### src/rtl/pdn_gate_pkg.sv
package pdn_gate_pkg;

  // Qualified decisions passed from the control half to the datapath half.
  typedef struct packed {
    logic hold;   // request seen low on the last two sampling edges
    logic wake;   // request seen high on the last two sampling edges
  } gateStrobe_t;

endpackage

### src/rtl/pdn_gate_ctrl.sv
module pdn_gate_ctrl
  import pdn_gate_pkg::*;
#(
  parameter int SYNC_DEPTH = 2
) (
  input  logic        clkComp,
  input  logic        rstN,
  input  logic        pwrDnReqN,
  output gateStrobe_t strobe
);

  localparam int LAST = SYNC_DEPTH - 1;

  logic [SYNC_DEPTH-1:0] syncQ;

  // Resetting to all zeros means the block comes out of reset in the powered-down state.
  always_ff @(posedge clkComp or negedge rstN) begin
    if (!rstN) syncQ <= '0;
    else       syncQ <= {syncQ[SYNC_DEPTH-2:0], pwrDnReqN};
  end

  // The last two stages are two consecutive samples of the request.
  always_comb begin
    strobe.hold = ~syncQ[LAST] & ~syncQ[LAST-1];
    strobe.wake =  syncQ[LAST] &  syncQ[LAST-1];
  end

endmodule

### src/rtl/pdn_gate_datapath.sv
module pdn_gate_datapath
  import pdn_gate_pkg::*;
(
  input  logic        clkTrue,
  input  logic        clkComp,
  input  logic        rstN,
  input  gateStrobe_t strobe,
  input  logic        parkTristate,
  input  logic        outEnable,
  output logic        trueVal,
  output logic        trueEn,
  output logic        compVal,
  output logic        compEn,
  output logic        parkedNow
);

  logic parkNeg;

  // Entry is taken on the falling edge of clkComp only, when true is already high.
  always_ff @(negedge clkComp or negedge rstN) begin
    if (!rstN)            parkNeg <= 1'b1;
    else if (strobe.hold) parkNeg <= 1'b1;
    else if (strobe.wake) parkNeg <= 1'b0;
  end

  // Release takes effect as soon as the wake decision appears, that is on a rising edge.
  assign parkedNow = parkNeg & ~strobe.wake;

  always_comb begin
    trueVal = 1'b0;
    trueEn  = 1'b0;
    compVal = 1'b0;
    compEn  = 1'b0;
    if (outEnable) begin
      if (parkedNow) begin
        trueVal = 1'b1;
        trueEn  = ~parkTristate;
      end else begin
        trueVal = clkTrue;
        trueEn  = 1'b1;
        compVal = clkComp;
        compEn  = 1'b1;
      end
    end
  end

endmodule

### src/rtl/pdn_gate_top.sv
module pdn_gate_top
  import pdn_gate_pkg::*;
#(
  parameter int SYNC_DEPTH = 2
) (
  input  logic clkTrue,
  input  logic clkComp,
  input  logic rstN,
  input  logic pwrDnReqN,
  input  logic parkTristate,
  input  logic outEnable,
  output logic trueVal,
  output logic trueEn,
  output logic compVal,
  output logic compEn,
  output logic parked
);

  gateStrobe_t ctrlStrobe;

  pdn_gate_ctrl #(.SYNC_DEPTH(SYNC_DEPTH)) ctrl_i (
    .clkComp  (clkComp),
    .rstN     (rstN),
    .pwrDnReqN(pwrDnReqN),
    .strobe   (ctrlStrobe)
  );

  pdn_gate_datapath dp_i (
    .clkTrue     (clkTrue),
    .clkComp     (clkComp),
    .rstN        (rstN),
    .strobe      (ctrlStrobe),
    .parkTristate(parkTristate),
    .outEnable   (outEnable),
    .trueVal     (trueVal),
    .trueEn      (trueEn),
    .compVal     (compVal),
    .compEn      (compEn),
    .parkedNow   (parked)
  );

endmodule

### config.mk
export PLATFORM = sky130hd
export DESIGN_NAME = pdn_gate_top
export DESIGN_NICKNAME = d
export VERILOG_FILES = /design/src/rtl/pdn_gate_pkg.sv /design/src/rtl/pdn_gate_ctrl.sv /design/src/rtl/pdn_gate_datapath.sv /design/src/rtl/pdn_gate_top.sv
export SDC_FILE = /design/constraint.sdc
export NUM_CORES = 1
export LEC_CHECK = 0
export BUFFER_PORTS_ARGS = -buffer_cell sky130_fd_sc_hd__buf_2
export CAP_MARGIN = 20
export CORE_AREA = 2 2 39 41
export DETAILED_ROUTE_END_ITERATION = 7
export DIE_AREA = 0 0 41 43
export GPL_TIMING_DRIVEN = 0
export MAX_ROUTING_LAYER = met4
export PLACE_DENSITY = 0.43
export SETUP_SLACK_MARGIN = 0.02
export SYNTH_ARGS = -nofsm -noshare
export SYNTH_HDL_FRONTEND = slang
export SYNTH_SLANG_ARGS = --single-unit
### constraint.sdc
create_clock -name clkComp -period 1.3 [get_ports clkComp]
set_input_delay 0.195 -clock clkComp [delete_from_list [all_inputs] [get_ports clkComp]]
set_output_delay 0.195 -clock clkComp [all_outputs]
set_load 0.01 [all_outputs]
==> results of run 1 <==
routing by layer:
layer  up-vias  global-route usage  wire (um)
li1         76                   -          -
met1        74             0.04545        131
met2        13             0.06563        154
met3         5             0.05236         54
met4         0              0.1333         32
met5         -                   -          0
registers in the layout, summed over array words and instances (netlist names):
| register | count |
|---|---|
| ctrl_i.syncQ | 2 |
| dp_i.parkNeg | 1 |
cells by family after synthesis:
group / synth area share
AO/OA/AOI/OAI: 0.08762
multiplexers: 0.06569
flip-flops: 0.4453
buffers and inverters: 0.06569
AND/OR/NAND/NOR: 0.1898
adder cells (fa/ha/maj): 0.1460
per-stage QoR:
step           hold WS, ps  power (uW)
2_1_floorplan       -100.6       181.5
3_3_place_gp        -5.898       214.6
3_5_place_dp        -5.275       216.3
4_1_cts              58.71       390.7
5_1_grt              59.97       410.6
6_report             64.85       380.1
power breakdown:
group	switching (uW)	internal (uW)
sequential	3.78	104
clock	84.2	131
combinational	25.7	31.9
final timing paths:
path,from,to,cells past startpoint
worst max-delay path,dp_i.parkNeg$_DFFE_NN1P_,trueVal,3
worst min-delay path,pwrDnReqN,ctrl_i.syncQ[0]$_DFF_PN0_,1
worst max register to register,ctrl_i.syncQ[1]$_DFF_PN0_,dp_i.parkNeg$_DFFE_NN1P_,3
worst min register to register,ctrl_i.syncQ[0]$_DFF_PN0_,ctrl_i.syncQ[1]$_DFF_PN0_,1
max in group asynchronous,rstN,dp_i.parkNeg$_DFFE_NN1P_,2
min in group asynchronous,rstN,ctrl_i.syncQ[1]$_DFF_PN0_,2
area by class of cell:
cell class | instances | area [um2]
Clock inverter | 2 | 7.507
Inverter | 2 | 7.507
Multi-Input combinational cell | 8 | 83.83
Tap cell | 16 | 20.02
Sequential cell | 3 | 76.32
Timing Repair Buffer | 11 | 62.56
Fill cell | 154 | 1099
Clock buffer | 4 | 27.53
timing repair:
action	4_1_cts	5_1_grt
hold endpoints to repair	2	0
gates resized for setup	0	1
pin swaps	0	1
endpoints found under the setup margin	7	7
hold buffers	1	0
setup buffers	1	0
synthesized netlist by cell type:
| library cell | n |
|---|---|
| o21a_1 | 1 |
| dfrtp_1 | 2 |
| nor2b_1 | 1 |
| nor3b_2 | 1 |
| ha_1 | 2 |
| mux2_2 | 1 |
| a21boi_0 | 1 |
| dfstp_2 | 1 |
| nor2b_4 | 1 |
| inv_1 | 3 |
cell usage in the layout, fill, tap and decap left out, types with 2 or more instances in the layout:
cell type and count:
buf_2 10, clkbuf_4 3, dfrtp_1 2, ha_1 2
inv_1 4
==> impl_metrics.py, run 1 <==
metrics = {
    "global_route": {
        "grt_max_degree": 6,
        "gr-total-overflow": 0,
        "grtUsageTotal": 0.06708,
        "grt_pass1_wl_um": 600,
        "grt_pass1_vias": 161,
        "grt_antenna_before_repair": 0,
    },
    "timing": {
        "grt_setup_unrepaired": "yes",
        "maxSlewViolCount": 0,
        "fin_setup_tns_ps": -4035,
        "skew_ps": 52.99,
        "tightestPinTransition_ps": 141.2,
        "fin_ws_ps": -775.4,
        "hold_viol": 0,
        "max_slew_margin": 0.9057,
        "setup_viol": 7,
    },
    "run_status": {
        "status": "complete, but fails checks",
        "violations": "negative setup slack",
    },
    "final_layout": {
        "drive_gt1_frac": 0.6000,
        "nets": 40,
        "fin_area_um2": 285.3,
        "diodes": 0,
        "utilization": 0.2061,
        "stdcell_count": 46,
        "area_growth_syn_to_layout_pct": 66.42,
    },
    "worst_setup_path": {
        "path_max_fanout": 5,
        "critPathMaxStageDelay_ps": 520,
        "reg2reg_slack_ps": -350,
        "crit_chain": "nor2b_4 -> o21a_1 -> buf_2",
        "crit_path_end_kind": "output pin",
        "cp_data_required_time_ps": 1110,
        "path_buf_inv": 1,
        "worstSetupPathType": "register to output pin",
        "crit_family": "flip-flops",
        "arrival_ps": 1880,
        "cp_slowest_cell": "dfstp_2",
        "start_kind": "register",
    },
    "routing": {
        "drt-initial-drc-count": 2,
        "drc_errors": 0,
        "wl_um": 372,
        "dr.pass1.iters": 4,
        "wl_per_cell_um": 8.087,
        "vias_per_cell": 3.652,
        "ant_nets": 0,
        "vias": 168,
    },
    "logic_synthesis": {
        "syn_avg_cell_area_um2": 12.24,
        "netlist_area_um2": 171.4,
        "ys_top_cells_by_area": "dfrtp_1 29%, dfstp_2 15%, ha_1 15%, nor2b_4 8.0%, nor3b_2 7.3%",
        "ys_seq_area_frac": 0.4453,
        "synth_top_area_share": 0.2920,
        "synth_cell_types": 10,
        "synth_warnings": 0,
        "syn_nets": 22,
        "synth_cells": 14,
        "ys_seq_elements": 3,
        "synth_area_leader_cell": "dfrtp_1",
    },
    "clocking": {
        "cts_made_buffers": 3,
        "cts.clk_slew.worst_paths_ps": 30,
        "h-tree-depth": 1,
        "clk_path_buf_depth": 2,
        "cts_tree": "yes",
        "root_buffer": "clkbuf_4",
        "clock_latency_ps": 290,
    },
    "pwr": {
        "ir_drop_uv": 373.0,
        "pwr_density_cell_nw_per_um2": 1332,
        "static-leakage-power_uw": 0.0001581,
    },
    "place": {
        "post-place-ws_ps": -478.6,
        "io_buffer_count": 10,
        "gp_congestion": 0.6658,
        "dp_cells": 40,
        "dpl_cell_area_um2": 241.5,
        "dp_hpwl_um": 292.5,
    },
    "floorplanning": {
        "ioPinCount": 11,
        "rows": 14,
        "dieWidth_um": 41,
        "die_area_um2": 1763,
        "start_util": 0.1239,
        "die_h_um": 43,
        "core_area_um2": 1384,
    },
    "flow_run": {
        "drv_cap": 0,
    },
    "min_path": {
        "hp-class": "input port to register",
    },
}
Note: power is estimated with default switching activity, not from simulation.
==> run 2: changes to the inputs <==
- BUFFER_PORTS_ARGS: -buffer_cell sky130_fd_sc_hd__buf_2 -> -buffer_cell sky130_fd_sc_hd__buf_4
==> impl_metrics.py, run 2 (synthesized netlist as in run 1, its figures left out) <==
metrics = {
    "worst_setup_path": {
        "arrival_ps": 1830,
        "crit_path_end_kind": "output pin",
        "start_kind": "register",
        "crit_chain": "nor2b_4 -> o21a_1 -> buf_4",
        "cp_data_required_time_ps": 1110,
        "cp_slowest_cell": "dfstp_2",
        "timing.rr.start": "ctrl_i.syncQ[0]$_DFF_PN0_",
        "critPathLaunch": "dp_i.parkNeg$_DFFE_NN1P_",
        "crit_family": "flip-flops",
        "critPathMaxStageDelay_ps": 510,
        "path_max_fanout": 5,
        "path_buf_inv": 1,
        "worstSetupPathType": "register to output pin",
    },
    "clocking": {
        "cts_made_buffers": 3,
        "cts_tree": "yes",
        "clock_latency_ps": 240,
        "root_buffer": "clkbuf_4",
        "cts.clk_slew.worst_paths_ps": 40,
        "h-tree-depth": 1,
        "clk_path_buf_depth": 2,
    },
    "routing": {
        "highest_layer": "met3",
        "ant_nets": 0,
        "drc_errors": 0,
        "vias": 175,
        "dr.pass1.iters": 2,
        "vias_per_cell": 3.500,
        "wl_per_cell_um": 8.600,
        "wl_um": 430,
        "met1Wirelength_um": 134,
        "met3WireLength_um": 58,
        "met2_wirelength_um": 237,
        "drt-initial-drc-count": 1,
    },
    "flow_run": {
        "drv_cap": 0,
    },
    "pwr": {
        "pwr_density_cell_nw_per_um2": 1598,
        "static-leakage-power_uw": 0.0001848,
        "ir_drop_uv": 553.2,
    },
    "timing": {
        "whs_ps": 104.0,
        "skew_ps": 41.01,
        "hold_viol": 0,
        "max_slew_margin": 0.9051,
        "fin_setup_tns_ps": -3871,
        "setup_viol": 7,
        "maxSlewViolCount": 0,
        "grt_setup_unrepaired": "yes",
        "tightestPinTransition_ps": 142.1,
        "fin_ws_ps": -720.4,
    },
    "floorplanning": {
        "die_h_um": 43,
        "rows": 14,
        "die_area_um2": 1763,
        "core_area_um2": 1384,
        "ioPinCount": 11,
        "start_util": 0.1239,
        "dieWidth_um": 41,
    },
    "final_layout": {
        "diodes": 0,
        "largest_reg_flops": 2,
        "multiInputGateArea_um2": 83.83,
        "stdcell_count": 50,
        "reg_top3": "ctrl_i.syncQ x2, dp_i.parkNeg x1",
        "layout.area.seq_um2": 76.32,
        "area_growth_syn_to_layout_pct": 105.1,
        "final_common_cell": "buf_4",
        "fill_cells": 152,
        "drive_gt1_frac": 0.6471,
        "most-common-layout-cells": "12 x buf_4, 4 x buf_6, 3 x inv_1",
        "nets": 43,
        "top_register": "ctrl_i.syncQ",
    },
    "global_route": {
        "grtUsageTotal": 0.07327,
        "grt_max_degree": 6,
        "grt_pass1_wl_um": 724,
        "grt_antenna_before_repair": 0,
        "grt_pass1_vias": 198,
        "gr-total-overflow": 0,
    },
    "place": {
        "post-place-ws_ps": -508.3,
        "dp_cells": 40,
        "dp_hpwl_um": 339.2,
        "io_buffer_count": 10,
        "gp_congestion": 0.6513,
    },
    "run_status": {
        "violations": "negative setup slack",
        "status": "complete, but fails checks",
    },
    "min_path": {
        "min-delay-start": "pwrDnReqN",
        "hp-class": "input port to register",
    },
}
==> run 2: path summary, 6_finish.rpt <==
path / endpoint / slack [ps] / cells past startpoint
setup / recovery: trueVal / -720 / 3
hold / removal: ctrl_i.syncQ[0]$_DFF_PN0_ / 100 / 1
setup reg to reg: dp_i.parkNeg$_DFFE_NN1P_ / -360 / 3
hold reg to reg: ctrl_i.syncQ[1]$_DFF_PN0_ / 480 / 1
max in group asynchronous: dp_i.parkNeg$_DFFE_NN1P_ / 180 / 2
min in group asynchronous: ctrl_i.syncQ[1]$_DFF_PN0_ / 320 / 2
==> run 2: cell type report <==
type                    count  share of cell area
well taps                  16             0.05694
clock buffers               6              0.1495
multi-input cells           8              0.2384
flip-flops and latches      3              0.2171
clock inverters             2             0.02135
inverters                   2             0.02135
repair buffers             13              0.2954
==> run 2: stage by stage <==
| step | power, uW | area (um2) | utilization |
|---|---|---|---|
| after floorplan | 181.5 | 171.4 | - |
| after global placement | 234.3 | 266.5 | 0.1926 |
| after detailed placement | 237.3 | 266.5 | 0.1926 |
| after CTS | 441.8 | 332.8 | 0.2405 |
| after global routing | 600.1 | 351.6 | 0.2541 |
| final | 561.7 | 351.6 | 0.2541 |
==> run 2: per-layer routing <==
layer	global-route usage	vias up
met4	0.1133	0
met1	0.04870	79
li1	-	84
met2	0.09375	12
met3	0.04712	0
met5	-	-
==> run 2: timing repair <==
| action | 4_1_cts | 5_1_grt |
|---|---|---|
| endpoints found under the setup margin | 7 | 7 |
| resized for setup | 2 | 6 |
| hold buffers | 1 | 0 |
| buffers inserted | 3 | 1 |
| hold endpoints to repair | 2 | 0 |
| pin swaps | 1 | 2 |
==> run 2: worst reg2reg max path: stages, from the launching register on <==
cell and delay (ps):
dfrtp_1 330, inv_1 50, ha_1 270, mux2_2 320
==> run 2: report_power, final <==
part	leakage, uW	total (uW)	switching [uW]	internal (uW)
Clock	0.0000425	375	117	258
Sequential	0.0000337	107	3.12	104
Combinational	0.000109	79.5	29.7	49.7
